## config.mk

```make
export PLATFORM = sky130hd
export DESIGN_NAME = sdhc_irq_status
export DESIGN_NICKNAME = d
export VERILOG_FILES = /design/src/rtl/sdhc_irq_pkg.sv /design/src/rtl/sdhc_irq_latch.sv /design/src/rtl/sdhc_irq_enables.sv /design/src/rtl/sdhc_irq_line.sv /design/src/rtl/sdhc_irq_status.sv
export SDC_FILE = /design/constraint.sdc
export NUM_CORES = 1
export LEC_CHECK = 0
export BUFFER_PORTS_ARGS = -buffer_cell sky130_fd_sc_hd__buf_2
export CORE_ASPECT_RATIO = 1.5
export CORE_MARGIN = 3
export CORE_UTILIZATION = 40
export DETAILED_ROUTE_END_ITERATION = 16
export PLACE_DENSITY_LB_ADDON = 0.3
export SLEW_MARGIN = 10
export SYNTH_ARGS = -nofsm -noshare
export SYNTH_HDL_FRONTEND = slang
export SYNTH_SLANG_ARGS = --single-unit
```

## constraint.sdc

```tcl
create_clock -name clk -period 4.4 [get_ports clk]
set_input_delay 0.88 -clock clk [delete_from_list [all_inputs] [get_ports clk]]
set_output_delay 0.88 -clock clk [all_outputs]
set_load 0.05 [all_outputs]
```

## src/rtl/sdhc_irq_pkg.sv

```systemverilog
package sdhc_irq_pkg;

  localparam int unsigned WORD_W = 32;

  // bit positions of the sticky status word
  localparam int unsigned B_CMD_DONE  = 0;
  localparam int unsigned B_DAT_DONE  = 1;
  localparam int unsigned B_DMA       = 3;
  localparam int unsigned B_WR_RDY    = 4;
  localparam int unsigned B_RD_RDY    = 5;
  localparam int unsigned B_INSERT    = 6;
  localparam int unsigned B_CARD_IRQ  = 8;
  localparam int unsigned B_SUMMARY   = 15;
  localparam int unsigned B_CMD_TMO   = 16;
  localparam int unsigned B_CMD_CRC   = 17;
  localparam int unsigned B_CMD_END   = 18;
  localparam int unsigned B_CMD_IDX   = 19;
  localparam int unsigned B_DAT_TMO   = 20;
  localparam int unsigned B_DAT_CRC   = 21;
  localparam int unsigned B_DAT_END   = 22;
  localparam int unsigned B_AUTO_CMD  = 24;
  localparam int unsigned B_DESC_DMA  = 28;

  localparam logic [WORD_W-1:0] EVT_MASK =
      (32'd1 << B_CMD_DONE) | (32'd1 << B_DAT_DONE) | (32'd1 << B_DMA)
    | (32'd1 << B_WR_RDY)   | (32'd1 << B_RD_RDY)   | (32'd1 << B_INSERT)
    | (32'd1 << B_CARD_IRQ);

  localparam logic [WORD_W-1:0] ERR_MASK =
      (32'd1 << B_CMD_TMO) | (32'd1 << B_CMD_CRC) | (32'd1 << B_CMD_END)
    | (32'd1 << B_CMD_IDX) | (32'd1 << B_DAT_TMO) | (32'd1 << B_DAT_CRC)
    | (32'd1 << B_DAT_END) | (32'd1 << B_AUTO_CMD) | (32'd1 << B_DESC_DMA);

  // bits that hold a latch flop
  localparam logic [WORD_W-1:0] LATCH_MASK = EVT_MASK | ERR_MASK;
  // bits that are visible in the status readback
  localparam logic [WORD_W-1:0] VIEW_MASK  = LATCH_MASK | (32'd1 << B_SUMMARY);

  // present-status field positions
  localparam int unsigned P_CMD_INH = 0;
  localparam int unsigned P_DAT_INH = 1;
  localparam int unsigned P_DAT_ACT = 2;

  function automatic logic err_summary(input logic [WORD_W-1:0] stat);
    return |(stat & ERR_MASK);
  endfunction

  function automatic logic [WORD_W-1:0] status_view(input logic [WORD_W-1:0] stat);
    logic [WORD_W-1:0] v;
    v = stat & LATCH_MASK;
    v[B_SUMMARY] = err_summary(stat);
    return v;
  endfunction

  function automatic logic any_pending(input logic [WORD_W-1:0] view,
                                       input logic [WORD_W-1:0] line_en);
    return |(view & line_en);
  endfunction

  function automatic logic [WORD_W-1:0] next_status(input logic [WORD_W-1:0] stat,
                                                    input logic [WORD_W-1:0] set_bits,
                                                    input logic [WORD_W-1:0] clr_bits);
    return ((stat & ~clr_bits) | set_bits) & LATCH_MASK;
  endfunction

endpackage

```

## src/rtl/sdhc_irq_latch.sv

```systemverilog
module sdhc_irq_latch
  import sdhc_irq_pkg::*;
(
  input  logic              clk,
  input  logic              rst,
  input  logic [WORD_W-1:0] ev_in,
  input  logic [WORD_W-1:0] cap_en,
  input  logic [WORD_W-1:0] clr_req,
  output logic [WORD_W-1:0] stat_q
);

  logic [WORD_W-1:0] set_w;
  logic [WORD_W-1:0] clr_w;
  logic [WORD_W-1:0] blocked_w;
  logic [WORD_W-1:0] stat_d;

  assign set_w     = ev_in & cap_en & LATCH_MASK;
  assign clr_w     = clr_req & LATCH_MASK;
  assign blocked_w = ev_in & ~cap_en & ~stat_q;
  assign stat_d    = next_status(stat_q, set_w, clr_w);

  always_ff @(posedge clk) begin
    if (rst) stat_q <= '0;
    else     stat_q <= stat_d;
  end

  AST_HELD_BITS_STAY: assert property (@(posedge clk) disable iff (rst)
    ((stat_q & ~clr_w) != '0) |=> ((stat_q & $past(stat_q & ~clr_w)) == $past(stat_q & ~clr_w)));

  AST_MASKED_NOT_CAPTURED: assert property (@(posedge clk) disable iff (rst)
    (blocked_w != '0) |=> ((stat_q & $past(blocked_w)) == '0));

  AST_CLEAR_DROPS: assert property (@(posedge clk) disable iff (rst)
    ((clr_w & ~set_w) != '0) |=> ((stat_q & $past(clr_w & ~set_w)) == '0));

  AST_SET_BEATS_CLEAR: assert property (@(posedge clk) disable iff (rst)
    ((set_w & clr_w) != '0) |=> ((stat_q & $past(set_w & clr_w)) == $past(set_w & clr_w)));

endmodule

```

## src/rtl/sdhc_irq_enables.sv

```systemverilog
module sdhc_irq_enables
  import sdhc_irq_pkg::*;
(
  input  logic              clk,
  input  logic              rst,
  input  logic              wr_cap,
  input  logic              wr_line,
  input  logic [WORD_W-1:0] wdata,
  output logic [WORD_W-1:0] cap_en_q,
  output logic [WORD_W-1:0] line_en_q
);

  always_ff @(posedge clk) begin
    if (rst) begin
      cap_en_q  <= '0;
      line_en_q <= '0;
    end else begin
      if (wr_cap)  cap_en_q  <= wdata & LATCH_MASK;
      if (wr_line) line_en_q <= wdata & VIEW_MASK;
    end
  end

  AST_EN_WRITE_TAKES: assert property (@(posedge clk) disable iff (rst)
    wr_cap |=> (cap_en_q == ($past(wdata) & LATCH_MASK)));

endmodule

```

## src/rtl/sdhc_irq_line.sv

```systemverilog
module sdhc_irq_line
  import sdhc_irq_pkg::*;
(
  input  logic              clk,
  input  logic              rst,
  input  logic [WORD_W-1:0] view,
  input  logic [WORD_W-1:0] line_en,
  output logic              irq_out
);

  assign irq_out = any_pending(view, line_en);

  AST_IRQ_NEEDS_ENABLE: assert property (@(posedge clk) disable iff (rst)
    irq_out |-> (line_en != '0));

  AST_IRQ_NEEDS_STATUS: assert property (@(posedge clk) disable iff (rst)
    irq_out |-> (view != '0));

endmodule

```

## src/rtl/sdhc_irq_status.sv

```systemverilog
module sdhc_irq_status
  import sdhc_irq_pkg::*;
#(
  parameter int unsigned ADDR_W   = 8,
  parameter int unsigned OFS_PRES = 'h24,
  parameter int unsigned OFS_STAT = 'h30,
  parameter int unsigned OFS_CAP  = 'h34,
  parameter int unsigned OFS_LINE = 'h38
)(
  input  logic              clk,
  input  logic              rst,
  input  logic              bus_valid,
  input  logic              bus_write,
  input  logic [ADDR_W-1:0] bus_addr,
  input  logic [31:0]       bus_wdata,
  output logic [31:0]       bus_rdata,
  input  logic [31:0]       ev_in,
  input  logic              cmd_inhibit,
  input  logic              dat_inhibit,
  input  logic              dat_active,
  output logic              irq_out
);

  localparam logic [ADDR_W-1:0] A_PRES = ADDR_W'(OFS_PRES);
  localparam logic [ADDR_W-1:0] A_STAT = ADDR_W'(OFS_STAT);
  localparam logic [ADDR_W-1:0] A_CAP  = ADDR_W'(OFS_CAP);
  localparam logic [ADDR_W-1:0] A_LINE = ADDR_W'(OFS_LINE);

  logic              wr_hit;
  logic              wr_stat;
  logic              wr_cap;
  logic              wr_line;
  logic [WORD_W-1:0] clr_req;
  logic [WORD_W-1:0] stat_q;
  logic [WORD_W-1:0] cap_en_q;
  logic [WORD_W-1:0] line_en_q;
  logic [WORD_W-1:0] view_w;
  logic [WORD_W-1:0] pres_w;

  assign wr_hit  = bus_valid & bus_write;
  assign wr_stat = wr_hit && (bus_addr == A_STAT);
  assign wr_cap  = wr_hit && (bus_addr == A_CAP);
  assign wr_line = wr_hit && (bus_addr == A_LINE);
  assign clr_req = wr_stat ? bus_wdata : '0;

  sdhc_irq_latch u_latch (
    .clk    (clk),
    .rst    (rst),
    .ev_in  (ev_in),
    .cap_en (cap_en_q),
    .clr_req(clr_req),
    .stat_q (stat_q)
  );

  sdhc_irq_enables u_enables (
    .clk      (clk),
    .rst      (rst),
    .wr_cap   (wr_cap),
    .wr_line  (wr_line),
    .wdata    (bus_wdata),
    .cap_en_q (cap_en_q),
    .line_en_q(line_en_q)
  );

  assign view_w = status_view(stat_q);

  sdhc_irq_line u_line (
    .clk    (clk),
    .rst    (rst),
    .view   (view_w),
    .line_en(line_en_q),
    .irq_out(irq_out)
  );

  always_comb begin
    pres_w            = '0;
    pres_w[P_CMD_INH] = cmd_inhibit;
    pres_w[P_DAT_INH] = dat_inhibit;
    pres_w[P_DAT_ACT] = dat_active;
  end

  always_comb begin
    unique case (bus_addr)
      A_PRES:  bus_rdata = pres_w;
      A_STAT:  bus_rdata = view_w;
      A_CAP:   bus_rdata = cap_en_q;
      A_LINE:  bus_rdata = line_en_q;
      default: bus_rdata = '0;
    endcase
  end

  AST_SUMMARY_FOLLOWS_ERRORS: assert property (@(posedge clk) disable iff (rst)
    (bus_addr == A_STAT) |-> (bus_rdata[B_SUMMARY] == (|(bus_rdata & ERR_MASK))));

  AST_RESERVED_READ_ZERO: assert property (@(posedge clk) disable iff (rst)
    (bus_addr == A_STAT) |-> ((bus_rdata & ~VIEW_MASK) == '0));

  AST_CLEARED_STATE_QUIET: assert property (@(posedge clk) disable iff (rst)
    (line_en_q == '0) |-> !irq_out);

endmodule

```

==> metrics.txt, run 1 <==
synthesized instance count=309; clock sinks=49; # resized after CTS=0; status=completed; setup ws final=849 ps; commonest non-fill, non-tap cell in the layout=buf_2; flops & latches, synth=49; fmax=0.282 GHz; area added between synthesis and finish=16.2%; Post-DRT Antenna Nets=0; Initial Util=41.4%; critical path required time=3520 ps; I/O Buffers=66; leakage power=1.34 nW; Avg Cell Area, Syn=8.69 sq um; vias per cell=5.35; die area=0.00776 sq mm; final wirelength=6980 um; most frequent cells in the layout=66 x buf_2, 50 x nand2b_1, 49 x dfxtp_1, 35 x mux2i_1, 31 x inv_1; # rows=36; first-pass GRT wire length=11400 um; Synth warnings=0; Hold Crit Class=reg2reg; root buffer cell=clkbuf_8; Critical Path Slowest Stage Cell=nand4bb_1; largest net degree at the start of global routing=67; Max clock buf depth=2; Worst-Skew Late Latency=310 ps; Hold Vio Cnt, Final=0; via count=2370; register area share after synthesis=36.5%; maximum vdd drop=0.187 mV; reg2reg setup slack=3640 ps; Worst Path Buf+Inv=3; CP arrival=2670 ps; Routed wire per std cell=15.7 um; placed cell count=435; die width=72.9 um; fillers=661; layout cell share with drive strength beyond 1=22.6%; Post-Syn Area=0.00269 sq mm; fin crit period=3550 ps; grt ovf=0; diodes inserted=0; All-Layer GR Usage=18.8%; Setup CP Type=in2out; CTS tree=yes; vias in the first global route=2362; worst-path maximum fanout=14; crit start category=primary input; slew margin rel.=32.8%; Synth cell types=27; number of max-cap violations=0; post-synth top area share=36.5%; pwr/cell area=277 mW/mm^2; die height=106 um; Pins Over Slew Limit=0; slowest stage delay, CP=620 ps; endpoints failing setup=0; Critical Path End Type=output port; # DRC=0; floorplan core area=0.00649 sq mm; post-synth top area cell=dfxtp_1; Finished Layout Cells=443; DR iter-0 viols=83; NumNets Final=445; skew final=5.09 ps; Top Family by Delay on Critical Path=simple AND/OR/NAND/NOR gates; RSZ-0062 raised after global routing=false; CTS H-tree depth=2; drt pass-1 iters=4; top cells by area, synth=dfxtp_1 37%, mux2i_1 13%, nand2b_1 12%; critical path's most frequent cell=buf_2; period utilisation layout=80.7%; hold_buf cts=0; CTS Buf Count=5; CP cell instances=buf_2, nand4bb_1, buf_4, nor3_1, a221o_1, buf_2; initial antenna violation count=0; post-DP HPWL=4840 um; GP Congestion=0.758; worst slew pin tran=1010 ps; CTS clock-pin slew for the worst setup and hold paths=80 ps; # IOs=112; Post-Place Worst Slack=847 ps; final setup TNS=0 ps; Post-CTS Setup Bufs=0
[kinds of logic after synthesis]
kind of cell,after synthesis,synth area share (%)
other,1,0.140
and+or+nand+nor,99,21.0
DFF,49,36.5
muxes,35,13.0
AOI/OAI and AO/OA,58,17.0
buffers and inverters,67,12.3
[sequential cells by signal, summed over array words and instances (netlist names)]
name / flops
u_enables.cap_en_q: 16
u_enables.line_en_q: 17
u_latch.stat_q: 16
[worst paths after layout]
kind	from	endpoint	cells after the start
worst max-delay path	bus_addr[6]	bus_rdata[5]	6
worst min-delay path	u_enables.cap_en_q[8]	u_latch.stat_q[8]	2
worst max register to register	u_latch.stat_q[18]	u_latch.stat_q[18]	2
worst min register to register	u_enables.cap_en_q[8]	u_latch.stat_q[8]	2
[cells in the mapped netlist (all sizes together)]
master / instances
a22o: 1
o41ai: 16
or3: 1
buf: 22
nand2: 17
nand4: 3
nand4bb: 1
nor4: 2
a21oi: 16
inv: 31
or3b: 1
mux2i: 35
a211o: 1
nor3: 18
nand2b: 50
a22oi: 8
clkbuf: 14
a221o: 16
conb: 1
or4b: 2
dfxtp: 49
or4: 1
nor2: 3
[worst reg2reg max path, cell delays in order (launching register included)]
cell and delay (ps):
dfxtp_1 420, o41ai_1 100, a21oi_1 160
[cell type report]
type                       count  area, sq um  area share (%)
clock inverter                 1         30.0           0.962
multi-input combinational    206         1430            45.8
inverter                      31          116            3.73
clock buffer                   7         86.3            2.77
timing repair buffer          73          383            12.3
tap                           76         95.1            3.05
sequential                    49          981            31.4
[per-stage QoR]
stage,hold slack (ps),total power (W),cell area (sq um),utilization [%]
2_1_floorplan,445,0.000520,2740,-
3_3_place_gp,460,0.000541,3000,46.3
3_5_place_dp,467,0.000542,3000,46.3
4_1_cts,478,0.000876,3120,48.1
5_1_grt,500,0.000902,3120,48.1
6_report,474,0.000866,3120,48.1
[layer usage]
metal,up-vias,global-route usage [%],share of wire [%],wire (um)
met5,-,0,0,0
met4,0,7.78,1.7,119
met3,9,3.69,5.4,374
met2,69,31.5,49,3410
met1,1114,23.2,44,3070
li1,1178,-,-,-
[power breakdown]
group | internal (W) | switching (W)
Clock | 0.000185 | 0.000149
Sequential | 0.000443 | 0.000000227
Combinational | 0.0000284 | 0.0000599
Note: power is estimated with default switching activity, not from simulation.
==> run 2, diff against run 1 <==
Clock period 4.4 ns to 3.7 ns, I/O delays scaled along.
==> run 2 against run 1 <==
- hold slack improved by 4.5 ps
- register-to-register slack got worse by 680 ps
- via count fell by 0.55%
- routed wire length down 1.5%
- utilization rose by 0.37 points
- count of clock-buffer cells in the layout is 2 lower
- worst setup slack worse by 330 ps
- non-clock buffer count did not move
- sequential cell count is the same
- first-iteration DRC count grew 28%
- largest cell class unchanged
==> metrics.txt, run 2 (same netlist as run 1, synthesis figures left out) <==
CTS clock-pin slew for the worst setup and hold paths=90 ps; via count=2357; Hold Crit Class=reg2reg; grt ovf=0; worst-path maximum fanout=17; NumNets Final=445; # resized after CTS=0; R2R cell count=2; period utilisation layout=86.0%; die height=106 um; Worst setup endpoint=bus_rdata[20]; worst hold slack=478 ps; Post-DRT Antenna Nets=0; diodes inserted=0; reg2reg setup slack=2960 ps; die width=72.9 um; critical path's most frequent cell=buf_2; hold_buf cts=0; # rows=36; Worst Path Buf+Inv=2; endpoints failing setup=0; Pwr Total=0.00108 W; Worst-Skew Late Latency=300 ps; root buffer cell=clkbuf_8; Critical Path Slowest Stage Cell=or4b_1; Hold Vio Cnt, Final=0; final setup TNS=0 ps; GR Layer Usage met3=2.74%; commonest non-fill, non-tap cell in the layout=buf_2; largest registers=u_enables.line_en_q x17, u_enables.cap_en_q x16, u_latch.stat_q x16; Initial Util=41.4%; area added between synthesis and finish=17.0%; vias per cell=5.32; critical path required time=2960 ps; drt pass-1 iters=4; maximum vdd drop=0.169 mV; Setup CP Type=in2out; All-Layer GR Usage=17.6%; initial antenna violation count=0; # IOs=112; Max clock buf depth=2; leakage power=1.35 nW; number of max-cap violations=0; GP Congestion=0.767; largest net degree at the start of global routing=67; layout cell share with drive strength beyond 1=23.2%; fillers=654; RR Endpoint=u_latch.stat_q[19]; hold path startpoint=u_enables.cap_en_q[28]; RSZ-0062 raised after global routing=false; clock sinks=49; DR iter-0 viols=106; largest register by flop count=u_enables.line_en_q; fmax=0.314 GHz; most frequent cells in the layout=66 x buf_2, 50 x nand2b_1, 49 x dfxtp_1, 35 x mux2i_1, 31 x inv_1; Top Family by Delay on Critical Path=simple AND/OR/NAND/NOR gates; CP startpoint=bus_addr[3]; GR Util met1=21.5%; CTS tree=yes; Critical Path End Type=output port; die area=0.00776 sq mm; worst slew pin tran=1010 ps; CTS Buf Count=5; CP arrival=2440 ps; CP cell instances=buf_2, or4b_1, nor2_1, a221o_1, buf_2; # DRC=0; met2 usage=31.3%; Largest register FFs=17; floorplan core area=0.00649 sq mm; R2R Path Start=u_latch.stat_q[19]; final wirelength=6870 um; vias in the first global route=2320; gr busiest metal=met2; first-pass GRT wire length=10900 um; skew final=2.99 ps; pwr/cell area=344 mW/mm^2; Final Core Density=48.5%; I/O Buffers=66; slew margin rel.=33.0%; WP depth=5; Routed wire per std cell=15.5 um; Pins Over Slew Limit=0; crit start category=primary input; post-DP HPWL=4830 um; slowest stage delay, CP=860 ps; status=completed; CTS H-tree depth=2; fin crit period=3180 ps; Post-CTS Setup Bufs=0
==> run 2: cell types whose count changed in the layout (fill, tap and decap cells not counted), sizes merged <==
cell / delta
clkinv: +1
clkbuf: -2
bufinv: +1
==> run 2: tightest hold or removal path: cells and delay by family, from the launching register on <==
kind | cells | cell delay [ps]
DFF | 1 | 340
and+or+nand+nor | 1 | 60
AOI/OAI and AO/OA | 1 | 50
==> run 2: worst min-delay path by stage <==
| stage | endpoint | slack (ps) | cells past startpoint |
|---|---|---|---|
| 2_1_floorplan | u_latch.stat_q[0] | 450 | 2 |
| 3_3_place_gp | u_latch.stat_q[18] | 460 | 2 |
| 6_report | u_latch.stat_q[28] | 480 | 2 |
| 4_1_cts | u_latch.stat_q[20] | 480 | 2 |
| 3_5_place_dp | u_latch.stat_q[20] | 470 | 2 |
| 5_1_grt | u_latch.stat_q[18] | 500 | 2 |
==> run 2: area by class of cell <==
class                   instances  area [sq um]  share of cell area [%]
clock inverters                 3          65.1                    2.07
well taps                      76          95.1                    3.02
inverters                      31           116                    3.70
flip-flops and latches         49           981                    31.2
repair buffers                 73           383                    12.2
clock buffers                   5          68.8                    2.19
multi-input cells             206          1440                    45.6
==> run 2: per-stage QoR <==
step | worst slack [ps] | std cells | area (sq um)
after detailed placement | 519 | 435 | 3010
after floorplan | 496 | 322 | 2740
after global routing | 430 | 443 | 3140
after CTS | 522 | 443 | 3140
final | 519 | 443 | 3140
after global placement | 515 | 435 | 3010
==> run 2: routing by layer <==
layer / wire [um] / vias to the layer above
li1: - / 1184
met1: 2970 / 1099
met2: 3470 / 72
met3: 387 / 2
met4: 47 / 0
met5: 0 / -
==> run 2: power by group <==
| group | internal [W] | switching (W) |
|---|---|---|
| registers | 0.000527 | 0.000000270 |
| logic | 0.0000342 | 0.0000720 |
| clock network | 0.000269 | 0.000179 |
| total | 0.000830 | 0.000251 |
